`src/rtl/bsalu_pkg.sv`:
```
package bsalu_pkg;

    typedef enum logic [1:0] {
        PART_ARITH = 2'b00,
        PART_LOGIC = 2'b01,
        PART_SHR   = 2'b10,
        PART_SHL   = 2'b11
    } part_e;

    typedef enum logic [1:0] {
        YTERM_B    = 2'b00,
        YTERM_NB   = 2'b01,
        YTERM_ZERO = 2'b10,
        YTERM_ONE  = 2'b11
    } yterm_e;

    typedef enum logic [1:0] {
        LOGOP_AND  = 2'b00,
        LOGOP_OR   = 2'b01,
        LOGOP_XOR  = 2'b10,
        LOGOP_NOTA = 2'b11
    } logop_e;

    typedef struct packed {
        logic sum;
        logic carry;
    } addbit_t;

endpackage

```
`src/rtl/bsalu_arith_bit.sv`:
```
module bsalu_arith_bit
    import bsalu_pkg::*;
(
    input  logic       a_i,
    input  logic       b_i,
    input  logic       cin_i,
    input  logic [1:0] ysel_i,
    output logic       sum_o,
    output logic       cout_o
);

    logic    y_d;
    addbit_t res_d;

    // Second addend chosen per bit
    always_comb begin
        unique case (yterm_e'(ysel_i))
            YTERM_B:    y_d = b_i;
            YTERM_NB:   y_d = ~b_i;
            YTERM_ZERO: y_d = 1'b0;
            default:    y_d = 1'b1;
        endcase
    end

    // Full adder cell
    always_comb begin
        res_d.sum   = a_i ^ y_d ^ cin_i;
        res_d.carry = (a_i & y_d) | (cin_i & (a_i ^ y_d));
    end

    assign sum_o  = res_d.sum;
    assign cout_o = res_d.carry;

endmodule

```
`src/rtl/bsalu_logic_bit.sv`:
```
module bsalu_logic_bit
    import bsalu_pkg::*;
(
    input  logic       a_i,
    input  logic       b_i,
    input  logic [1:0] fsel_i,
    output logic       e_o
);

    logic e_d;

    always_comb begin
        unique case (logop_e'(fsel_i))
            LOGOP_AND: e_d = a_i & b_i;
            LOGOP_OR:  e_d = a_i | b_i;
            LOGOP_XOR: e_d = a_i ^ b_i;
            default:   e_d = ~a_i;
        endcase
    end

    assign e_o = e_d;

endmodule

```
`src/rtl/bsalu_slice.sv`:
```
module bsalu_slice
    import bsalu_pkg::*;
(
    input  logic       a_i,
    input  logic       b_i,
    input  logic       a_left_i,   // neighbour above, or right-shift fill
    input  logic       a_right_i,  // neighbour below, or left-shift fill
    input  logic       cin_i,
    input  logic [3:0] op_i,
    output logic       f_o,
    output logic       cout_o
);

    logic sum_d;
    logic log_d;
    logic f_d;

    bsalu_arith_bit u_arith (
        .a_i    (a_i),
        .b_i    (b_i),
        .cin_i  (cin_i),
        .ysel_i (op_i[1:0]),
        .sum_o  (sum_d),
        .cout_o (cout_o)
    );

    bsalu_logic_bit u_logic (
        .a_i    (a_i),
        .b_i    (b_i),
        .fsel_i (op_i[1:0]),
        .e_o    (log_d)
    );

    // Output selector of the stage
    always_comb begin
        unique case (part_e'(op_i[3:2]))
            PART_ARITH: f_d = sum_d;
            PART_LOGIC: f_d = log_d;
            PART_SHR:   f_d = a_left_i;
            default:    f_d = a_right_i;
        endcase
    end

    assign f_o = f_d;

endmodule

```
`src/rtl/bitslice_alu.sv`:
```
module bitslice_alu
    import bsalu_pkg::*;
#(
    parameter int W = 4
) (
    input  logic [W-1:0] a_i,
    input  logic [W-1:0] b_i,
    input  logic         cin_i,
    input  logic [3:0]   op_i,
    input  logic         fill_r_i,
    input  logic         fill_l_i,
    output logic [W-1:0] f_o,
    output logic         cout_o,
    output logic         ovf_o
);

    localparam int MSB = W - 1;

    logic [W-1:0] f_d;
    logic         arith_d;

    for (genvar i = 0; i < W; i++) begin : g_bit
        logic cin_d;
        logic cout_d;
        logic left_d;
        logic right_d;

        if (i == 0) begin : g_lsb
            assign cin_d   = cin_i;
            assign right_d = fill_l_i;
        end else begin : g_inner
            assign cin_d   = g_bit[i-1].cout_d;
            assign right_d = a_i[i-1];
        end

        if (i == MSB) begin : g_msb
            assign left_d = fill_r_i;
        end else begin : g_below
            assign left_d = a_i[i+1];
        end

        bsalu_slice u_slice (
            .a_i       (a_i[i]),
            .b_i       (b_i[i]),
            .a_left_i  (left_d),
            .a_right_i (right_d),
            .cin_i     (cin_d),
            .op_i      (op_i),
            .f_o       (f_d[i]),
            .cout_o    (cout_d)
        );
    end

    assign arith_d = (part_e'(op_i[3:2]) == PART_ARITH);

    assign f_o    = f_d;
    assign cout_o = arith_d & g_bit[MSB].cout_d;
    assign ovf_o  = arith_d & (g_bit[MSB].cout_d ^ g_bit[MSB].cin_d);

endmodule

```
`config.mk`:
```
export PLATFORM = sky130hd
export DESIGN_NAME = bitslice_alu
export DESIGN_NICKNAME = d
export VERILOG_FILES = /design/src/rtl/bsalu_pkg.sv /design/src/rtl/bsalu_arith_bit.sv /design/src/rtl/bsalu_logic_bit.sv /design/src/rtl/bsalu_slice.sv /design/src/rtl/bitslice_alu.sv
export SDC_FILE = /design/constraint.sdc
export NUM_CORES = 1
export LEC_CHECK = 0
export BUFFER_PORTS_ARGS = -buffer_cell sky130_fd_sc_hd__buf_2
export CORE_AREA = 4 4 41 43
export DETAILED_ROUTE_END_ITERATION = 16
export DIE_AREA = 0 0 45 47
export GPL_TIMING_DRIVEN = 1
export PLACE_DENSITY = 0.76
export SLEW_MARGIN = 40
export SYNTH_ARGS = -nofsm -noshare
export SYNTH_HDL_FRONTEND = slang
export SYNTH_SLANG_ARGS = --single-unit
export TNS_END_PERCENT = 20
```
`constraint.sdc`:
```
create_clock -name vclk -period 4
set_input_delay 0.8 -clock vclk [all_inputs]
set_output_delay 0.8 -clock vclk [all_outputs]
set_load 0.05 [all_outputs]
```
==> results by group, run 1 <==
Status
  • Outcome: complete, no violations

Detailed routing
  • Final ANT Viol Nets: 0
  • Vias per cell: roughly 5
  • Total number of vias: approximately 470
  • DRT Pass-1 Iters: 4
  • DRT Wirelength: 1.15 mm
  • DRC Markers: 0
  • Iter 0 DRT Violations: 6
  • Routed len/inst: about 12 um

Logic synthesis
  • Syn nets: just over 90
  • Synth Instances: between 60 and 70
  • Syn_area_per_cell: 8.70 sq um
  • Distinct cells, synth: 21
  • Synthesized area: approximately 560 sq um
  • Ys Warns: 0
  • Sequential share of the synthesized area: 0%

STA
  • Setup WS post-layout: 36.9 ps
  • Slew @ Worst Pin: ~300 ps
  • Min cycle time layout: about 4000 ps
  • # setup viols final: 0
  • Hold Worst Slack: 2050 ps
  • Setup TNS: 0 ps
  • Final hold viol count: 0
  • RSZ-0062 raised after global routing: yes
  • Slew Viols, Final: 0
  • Max Freq: between 0.2 and 0.3 GHz
  • Fin crit share: between 90% and 100%
  • Slew HR: ~80%

Worst setup path
  • Crit-path cells: buf_2 > nand2b_1 > xnor2_1 > fa_1 > inv_1 > fa_1 > fa_2 > fa_1 > nand2b_1 > a21oi_1 > a31oi_1 > buf_4
  • Slowest stage delay, CP: roughly 440 ps
  • Slowest cell on crit path: fa_1
  • Worst path arrival time: 3160 ps
  • CP endpoint kind: output port
  • WP buf/inv: 3
  • Crit-path leading delay family: adder cells
  • CP max FO: 2
  • CP most frequent cell: fa_1
  • Crit Path Category: input pin to output port
  • Data required time at the worst endpoint: around 3200 ps
  • Worst setup SP type: input pin

Floorplan
  • IO Count: 21
  • FP Rows: 13
  • Die X-Extent: 45 um
  • Core area: between 1000 and 1500 sq um
  • Initial Util: 42.8%
  • Die Area: approximately 2100 sq um
  • Die Height: between 40 and 50 um

Placed design
  • Pre-CTS setup slack: -93.6 ps
  • Detailed placement HPWL: 964 um
  • # port buffers: 21
  • Routability cong.: slightly below 0.8
  • Cell Area, Placed: 681 sq um

Pwr
  • Maximum VDD drop: between 80 and 90 uV
  • Switching power: between 0.00006 and 0.00007 W
  • Clk pwr share: 0%
  • LEAKAGE: 0.354 nW
  • Logic pwr share: 100.0%
  • Pwr per Cell Area: ~170 nW/um^2
  • Switching power share of the total: between 50% and 60%
  • Pint: ~0.000049 W
  • Reg power frac: 0%

GRT
  • First-pass GRT wire length: 1.83 mm
  • Antenna violations before repair: 0
  • Grt ovf: 0
  • GRT Total Usage: 11.1%
  • Vias in the first global route: 440
  • Largest net degree at the start of global routing: 14

Job
  • Number of max-cap violations: 0

Layout
  • Fin nets: 110
  • Final Util: between 50 and 60%
  • Sequential Area: 0 sq um
  • Area grow syn2layout: 24.7%
  • Clock buffer cells: 0
  • Antenna diodes: 0
  • Seq_cells: 0
  • Fin area: just under 700 sq um
  • Fraction of layout cells with a size suffix above 1: a little under 40%

Clock tree
  • Post-CTS Setup Bufs: 0

Worst hold path
  • Hold Path Sink: ovf_o
  • Min-delay worst type: input pin to output port
  • Hold depth: 3
  • Hold Path Origin: op_i[2]
## power by group through the flow
stage               combinational (W)  clock (W)  sequential, W
finish                       0.000118          0              0
global route                 0.000129          0              0
floorplan                   0.0000938          0              0
global placement             0.000112          0              0
CTS                          0.000118          0              0
detailed placement           0.000115          0              0
## timing repair
action | 4_1_cts | 5_1_grt
hold buffers | 0 | 0
endpoints found under the setup margin | 3 | 3
resized for setup | 3 | 3
## how the worst max path moves through the flow
stage                        from      to  slack [ps]  cells after the start
final                     op_i[1]  f_o[3]          40                     12
after global routing      op_i[1]  f_o[3]         -90                     12
after CTS                 op_i[1]  f_o[3]          20                     12
after detailed placement  op_i[1]  f_o[3]         -90                     12
after global placement    op_i[1]  f_o[3]         -70                     12
after floorplan           op_i[0]   ovf_o        -110                      9
## cell families after synthesis
| group | synth area share [%] |
|---|---|
| simple gates | 11.5 |
| xor+xnor | 7.86 |
| fa+ha+maj | 32.4 |
| buf+inv | 17.5 |
| compound gates | 7.42 |
| mux | 23.4 |
## routing by layer
| metal | track usage [%] | vias to the layer above | wire, um |
|---|---|---|---|
| met5 | 0 | - | 0 |
| met4 | 0 | 0 | 0 |
| met3 | 0.383 | 0 | 87 |
| met2 | 19.8 | 15 | 618 |
| met1 | 15.8 | 215 | 439 |
| li1 | - | 242 | - |
## layout by cell type (no fill, tap or decap)
cell type,count
nor3_4,2
a31oi_1,2
nor2b_1,1
buf_2,18
fa_1,3
a211oi_1,1
mux2i_1,4
or3_1,1
nand2b_1,3
a21oi_1,1
nor2_1,4
buf_6,1
a22oi_1,1
fa_2,1
mux4_2,4
o31a_1,1
ha_1,8
nand2_1,2
buf_4,6
inv_1,12
xnor2_1,5
## stage by stage
step	cells	power, W
4_1_cts	96	0.000118
5_1_grt	96	0.000129
2_1_floorplan	64	0.0000938
3_3_place_gp	96	0.000112
3_5_place_dp	96	0.000115
6_report	96	0.000118
## layout make-up
type | count | area, sq um
Fill cell | 124 | 607
Inverter | 12 | 45.0
Multi-Input combinational cell | 44 | 484
Tap cell | 15 | 18.8
Timing Repair Buffer | 25 | 146
## synth_stat cells, drive strengths merged
library cell,instances,share of area (%)
nor2,4,2.7
buf,6,8.1
a22oi,1,1.3
nand2,2,1.3
nor2b,1,1.1
a211oi,1,1.3
fa,4,14
a31oi,2,2.2
o31a,1,1.6
nor3,2,1.8
nand2b,3,3.4
mux4,4,16
a21oi,1,0.90
clkbuf,2,1.3
inv,12,8.1
or3,1,1.1
ha,8,18
xnor2,5,7.9
mux2i,4,7.2
No activity file was read; power rests on OpenSTA's default activity.
==> inputs of run 2 (changes only) <==
--- a/config.mk
+++ b/config.mk
@@ -11,6 +11,7 @@
 export DIE_AREA = 0 0 45 47
 export GPL_TIMING_DRIVEN = 1
 export PLACE_DENSITY = 0.76
+export REMOVE_ABC_BUFFERS = 1
 export SLEW_MARGIN = 40
 export SYNTH_ARGS = -nofsm -noshare
 export SYNTH_HDL_FRONTEND = slang
==> results by group, run 2 (synthesis results as in run 1) <==
STA
  • Hold Worst Slack: 2050 ps (-2.41 ps)
  • Max Freq: 0.252 GHz (about the same)
  • Fin crit share: 99.1% (about the same)
  • Slew @ Worst Pin: 250 ps (-49.6 ps)
  • Slew HR: 83.4% (+3.6 points)
  • # setup viols final: 0 (unchanged)
  • Setup WS post-layout: 38.0 ps (+1.10 ps)
  • RSZ-0062 raised after global routing: yes
  • Final hold viol count: 0 (unchanged)
  • Slew Viols, Final: 0 (unchanged)
  • Min cycle time layout: 3960 ps (-1.10 ps)

Layout
  • Sequential Area: 0 sq um (unchanged)
  • Most common cell after layout, fill and taps aside: buf_2
  • Antenna diodes: 0 (unchanged)
  • Fillers: 148 (+19%)
  • Area grow syn2layout: 20.9%
  • Fin nets: 110 (unchanged)
  • Fraction of layout cells with a size suffix above 1: 38.3% (-1.2 points)
  • Final cell count without fillers: 96 (unchanged)
  • Seq_cells: 0 (unchanged)
  • Clock buffer cells: 0 (unchanged)
  • Area of the multi-input gates: 469 sq um (-3.1%)
  • Fin area: 673 sq um (-3.1%)
  • Most frequent cells in the layout: buf_2 (19), inv_1 (12), ha_1 (8), buf_4 (6)

Floorplan
  • IO Count: 21 (unchanged)
  • Initial Util: 42.8% (unchanged)
  • Die Area: 2120 sq um (unchanged)
  • Die Height: 47 um (unchanged)
  • Die X-Extent: 45 um (unchanged)
  • FP Rows: 13 (unchanged)
  • Core area: 1300 sq um (unchanged)

Detailed routing
  • DRT Pass-1 Iters: 3 (-1)
  • Iter 0 DRT Violations: 5 (-1)
  • DRC Markers: 0 (unchanged)
  • DRT Wirelength: 1.08 mm (-5.3%)
  • Routed len/inst: 11.3 um (-5.3%)
  • Vias per cell: 5.03 (+2.3%)
  • Final ANT Viol Nets: 0 (unchanged)
  • Total number of vias: 483 (+2.3%)

GRT
  • First-pass GRT wire length: 1.93 mm (+5.7%)
  • Vias in the first global route: 517 (+18%)
  • Largest net degree at the start of global routing: 14 (unchanged)
  • Antenna violations before repair: 0 (unchanged)
  • Grt ovf: 0 (unchanged)
  • GRT Total Usage: 11.7% (+0.61 points)

Pwr
  • Pwr per Cell Area: 165 nW/um^2 (-3.1%)
  • LEAKAGE: 0.353 nW (-0.41%)
  • Final Power: 0.000111 W (-6.0%)
  • Maximum VDD drop: 89.3 uV (+0.57%)

Worst setup path
  • Critical path endpoint: f_o[3]
  • CP max FO: 2 (unchanged)
  • Worst setup SP type: input pin
  • Setup crit start: op_i[1]
  • CP endpoint kind: output port
  • Worst path arrival time: 3160 ps (about the same)
  • Data required time at the worst endpoint: 3200 ps (about the same)
  • Crit Path Category: input pin to output port

Placed design
  • DP Cell Count: 96 (unchanged)
  • Routability cong.: 0.774 (-1.7%)
  • Cell Area, Placed: 658 sq um (-3.3%)
  • # port buffers: 21 (unchanged)
  • Pre-CTS setup slack: -121 ps (-27.6 ps)
  • Detailed placement HPWL: 950 um (-1.5%)

Worst hold path
  • Min-delay worst type: input pin to output port

Job
  • Number of max-cap violations: 0 (unchanged)

Status
  • Outcome: complete, no violations
-- run 2: final cells by class --
type / count / share of cell area [%]
timing repair buffer: 25 / 20.8
inverter: 12 / 6.69
multi-input combinational: 44 / 69.7
tap: 15 / 2.79
-- run 2: worst min path at each step --
stage | start | endpoint | slack (ps) | depth (start not counted)
floorplan | op_i[3] | cout_o | 1780 | 1
global placement | op_i[2] | ovf_o | 2050 | 3
detailed placement | op_i[2] | ovf_o | 2070 | 3
CTS | op_i[2] | ovf_o | 2060 | 3
global route | op_i[2] | ovf_o | 2090 | 3
finish | op_i[2] | ovf_o | 2050 | 3
-- run 2: power breakdown --
part | leakage, nW | switching (W) | internal [W]
combinational | 0.353 | 0.0000650 | 0.0000462
sequential | 0 | 0 | 0
clock | 0 | 0 | 0
-- run 2: what timing repair did --
| action | CTS | global route |
|---|---|---|
| buffers inserted | 0 | 0 |
| endpoints found under the setup margin | 2 | 3 |
| hold buffers | 0 | 0 |
| gates resized for setup | 3 | 1 |
-- run 2: routing by layer --
metal,wire (um),share of wire [%],track usage (%),vias to the layer above
li1,-,-,-,241
met1,447,41,14.8,225
met2,544,50,23.4,17
met3,92,8.5,0,0
met4,0,0,0,0
met5,0,0,0,-
-- run 2: metrics by stage --
step                TNS, ps  util (%)
floorplan             -1120         -
global placement       -152      50.6
CTS                   -15.7      51.2
finish                    0      51.7
detailed placement     -175      50.6
global route           -122      51.7
-- run 2: worst max-delay path, stage by stage --
cell	delay, ps
buf_2	110
nand2b_1	170
xnor2_2	150
fa_1	180
inv_1	50
fa_1	390
fa_2	370
fa_1	430
nand2b_1	90
a21oi_1	60
a31oi_1	150
buf_4	220
==> inputs of run 3 (changes only) <==
--- a/config.mk
+++ b/config.mk
@@ -5,15 +5,15 @@
 export SDC_FILE = /design/constraint.sdc
 export NUM_CORES = 1
 export LEC_CHECK = 0
+export ABC_AREA = 1
 export BUFFER_PORTS_ARGS = -buffer_cell sky130_fd_sc_hd__buf_2
 export CORE_AREA = 4 4 41 43
 export DETAILED_ROUTE_END_ITERATION = 16
 export DIE_AREA = 0 0 45 47
 export GPL_TIMING_DRIVEN = 1
-export PLACE_DENSITY = 0.76
+export PLACE_DENSITY = 0.78
 export REMOVE_ABC_BUFFERS = 1
 export SLEW_MARGIN = 40
 export SYNTH_ARGS = -nofsm -noshare
 export SYNTH_HDL_FRONTEND = slang
 export SYNTH_SLANG_ARGS = --single-unit
-export TNS_END_PERCENT = 20
==> results by group, run 3 <==
Pwr
  • Reg power frac: 0% (unchanged)
  • Logic pwr share: 100.0% (about the same)
  • Clk pwr share: 0% (unchanged)
  • Switching power share of the total: 63.5% (+5.0 points)
  • Maximum VDD drop: 96.9 uV (+8.6%)
  • Pwr per Cell Area: 146 nW/um^2 (-12%)
  • Pint: 0.0000386 W (-16%)
  • Switching power: 0.0000671 W (+3.2%)
  • LEAKAGE: 0.431 nW (+22%)
  • Final Power: 0.000106 W (-4.9%)

Placed design
  • Cell Area, Placed: 713 sq um (+8.4%)
  • Routability cong.: 0.816 (+5.5%)
  • # port buffers: 21 (unchanged)
  • Detailed placement HPWL: 1.21 mm (+28%)

Worst setup path
  • Crit-path leading delay family: adder cells
  • CP endpoint kind: output port
  • Slowest stage delay, CP: 430 ps (about the same)
  • Crit-path cells: buf_2 > nor2_2 > nor2_1 > a21oi_2 > fa_1 > inv_1 > fa_2 > fa_2 > fa_1 > o21a_1 > a21oi_1 > buf_4
  • CP max FO: 4 (+2)
  • Crit Path Category: input pin to output port
  • Slowest cell on crit path: fa_1
  • Worst path arrival time: 3120 ps (-40 ps)
  • WP buf/inv: 3 (unchanged)
  • Data required time at the worst endpoint: 3200 ps (about the same)
  • Worst setup SP type: input pin

GRT
  • Antenna violations before repair: 0 (unchanged)
  • Largest net degree at the start of global routing: 7 (-7)
  • Grt ovf: 0 (unchanged)
  • GRT Total Usage: 14.4% (+2.7 points)
  • First-pass GRT wire length: 2.38 mm (+23%)
  • Vias in the first global route: 584 (+13%)

Clock tree
  • Hold Buf Count CTS: 0 (unchanged)

Logic synthesis
  • Synth Instances: 99 (+55%)
  • Syn_area_per_cell: 5.84 sq um (-33%)
  • Distinct cells, synth: 15 (-29%)
  • Share of the synthesized area in the top cell type: 17.3% (-0.66 points)
  • Synthesized area: 578 sq um (+3.8%)
  • Yosys top cell by area: ha_1
  • Area contributors post-synth: ha_1 (17%), fa_1 (14%), inv_1 (13%), nand2_1 (9.1%), nor2_1 (9.1%)
  • Sequential share of the synthesized area: 0% (unchanged)
  • Ys Warns: 0 (unchanged)
  • Top-count cell post-synth: inv_1
  • Most frequent cells after synthesis: inv_1 (20), nand2_1 (14), nor2_1 (14)

Detailed routing
  • DRT Wirelength: 1.39 mm (+28%)
  • DRC Markers: 0 (unchanged)
  • DRT Pass-1 Iters: 4 (+1)
  • Routed len/inst: 10.1 um (-10%)
  • Iter 0 DRT Violations: 9 (+4)
  • Final ANT Viol Nets: 0 (unchanged)
  • Total number of vias: 671 (+39%)
  • Vias per cell: 4.90 (-2.7%)

Layout
  • Fin area: 724 sq um (+7.6%)
  • Fin nets: 151 (+37%)
  • Area grow syn2layout: 25.3%
  • Sequential Area: 0 sq um (unchanged)
  • Seq_cells: 0 (unchanged)
  • Clock buffer cells: 0 (unchanged)
  • Most frequent cells in the layout: inv_1 (20), buf_2 (20), nand2_1 (14), nor2_1 (14)
  • Fraction of layout cells with a size suffix above 1: 28.7% (-9.6 points)
  • Antenna diodes: 0 (unchanged)

Worst hold path
  • Min-delay worst type: input pin to output port

STA
  • # setup viols final: 0 (unchanged)
  • Slew HR: 77.9% (-5.5 points)
  • Max Freq: 0.255 GHz (+1.1%)
  • Fin crit share: 98.0% (-1.0 points)
  • Min cycle time layout: 3920 ps (-41.2 ps)
  • Slew Viols, Final: 0 (unchanged)
  • Final hold viol count: 0 (unchanged)
  • RSZ-0062 raised after global routing: yes
  • Setup TNS: 0 ps (unchanged)
  • Slew @ Worst Pin: 328 ps (+77.4 ps)

Floorplan
  • FP Rows: 13 (unchanged)
  • Die Height: 47 um (unchanged)
  • Die Area: 2120 sq um (unchanged)
  • Core area: 1300 sq um (unchanged)
  • IO Count: 21 (unchanged)
  • Die X-Extent: 45 um (unchanged)
  • Initial Util: 44.4% (+1.6 points)

Job
  • Number of max-cap violations: 0 (unchanged)

Status
  • Outcome: complete, no violations
## run 3: cell count changes after synthesis, moves of 7 or more
cell	previous run	this run
nand2_1	2	14
inv_1	12	20
a21oi_1	1	8
nor2_1	4	14
nand3_1	0	8
o21ai_0	0	8
## run 3: stage by stage
stage	hold slack [ps]	utilization [%]	setup slack (ps)	cells
2_1_floorplan	1880	-	-402	94
3_3_place_gp	2020	54.8	-76.8	137
3_5_place_dp	2020	54.8	-114	137
4_1_cts	2030	55.4	31.1	137
5_1_grt	2060	55.7	-63.5	137
6_report	2030	55.7	79.2	137
## run 3: final timing paths
kind / slack (ps) / cells past startpoint / end / start
max: 80 / 12 / f_o[3] / op_i[0]
min: 2030 / 4 / f_o[0] / fill_l_i
## run 3: per-layer routing
| metal | global-route usage, % | vias to the layer above | routed length, um |
|---|---|---|---|
| met1 | 20.8 | 299 | 646 |
| met3 | 1.15 | 0 | 86 |
| li1 | - | 352 | - |
| met5 | 0 | - | 0 |
| met2 | 24.9 | 20 | 655 |
| met4 | 0 | 0 | 0 |
## run 3: area by class of cell
cell class                      instances  area, sq um
Inverter                               22         82.6
Fill cell                             140          577
Multi-Input combinational cell         72          463
Timing Repair Buffer                   28          160
Tap cell                               15         18.8
## run 3: timing repair
action,in CTS,in global routing
buffers inserted,0,0
gates resized for setup,3,2
endpoints found under the setup margin,1,2
## run 3: tightest hold or removal path, cell delays in order
cell,delay (ps)
buf_2,90
nor2_1,90
a21oi_1,40
buf_2,200
## run 3: cells by family after synthesis
kind of cell	after synthesis	share of synthesized area (%)
AO/OA/AOI/OAI	21	18.6
XOR/XNOR	1	1.52
buffers and inverters	27	21.4
AND/OR/NAND/NOR	38	27.3
adder cells (fa/ha/maj)	12	31.2
## run 3: power groups by stage
| stage | Sequential [W] | Combinational (W) | Clock (W) |
|---|---|---|---|
| global placement | 0 | 0.000101 | 0 |
| CTS | 0 | 0.000106 | 0 |
| detailed placement | 0 | 0.000104 | 0 |
| finish | 0 | 0.000106 | 0 |
| global route | 0 | 0.000121 | 0 |
| floorplan | 0 | 0.0000684 | 0 |
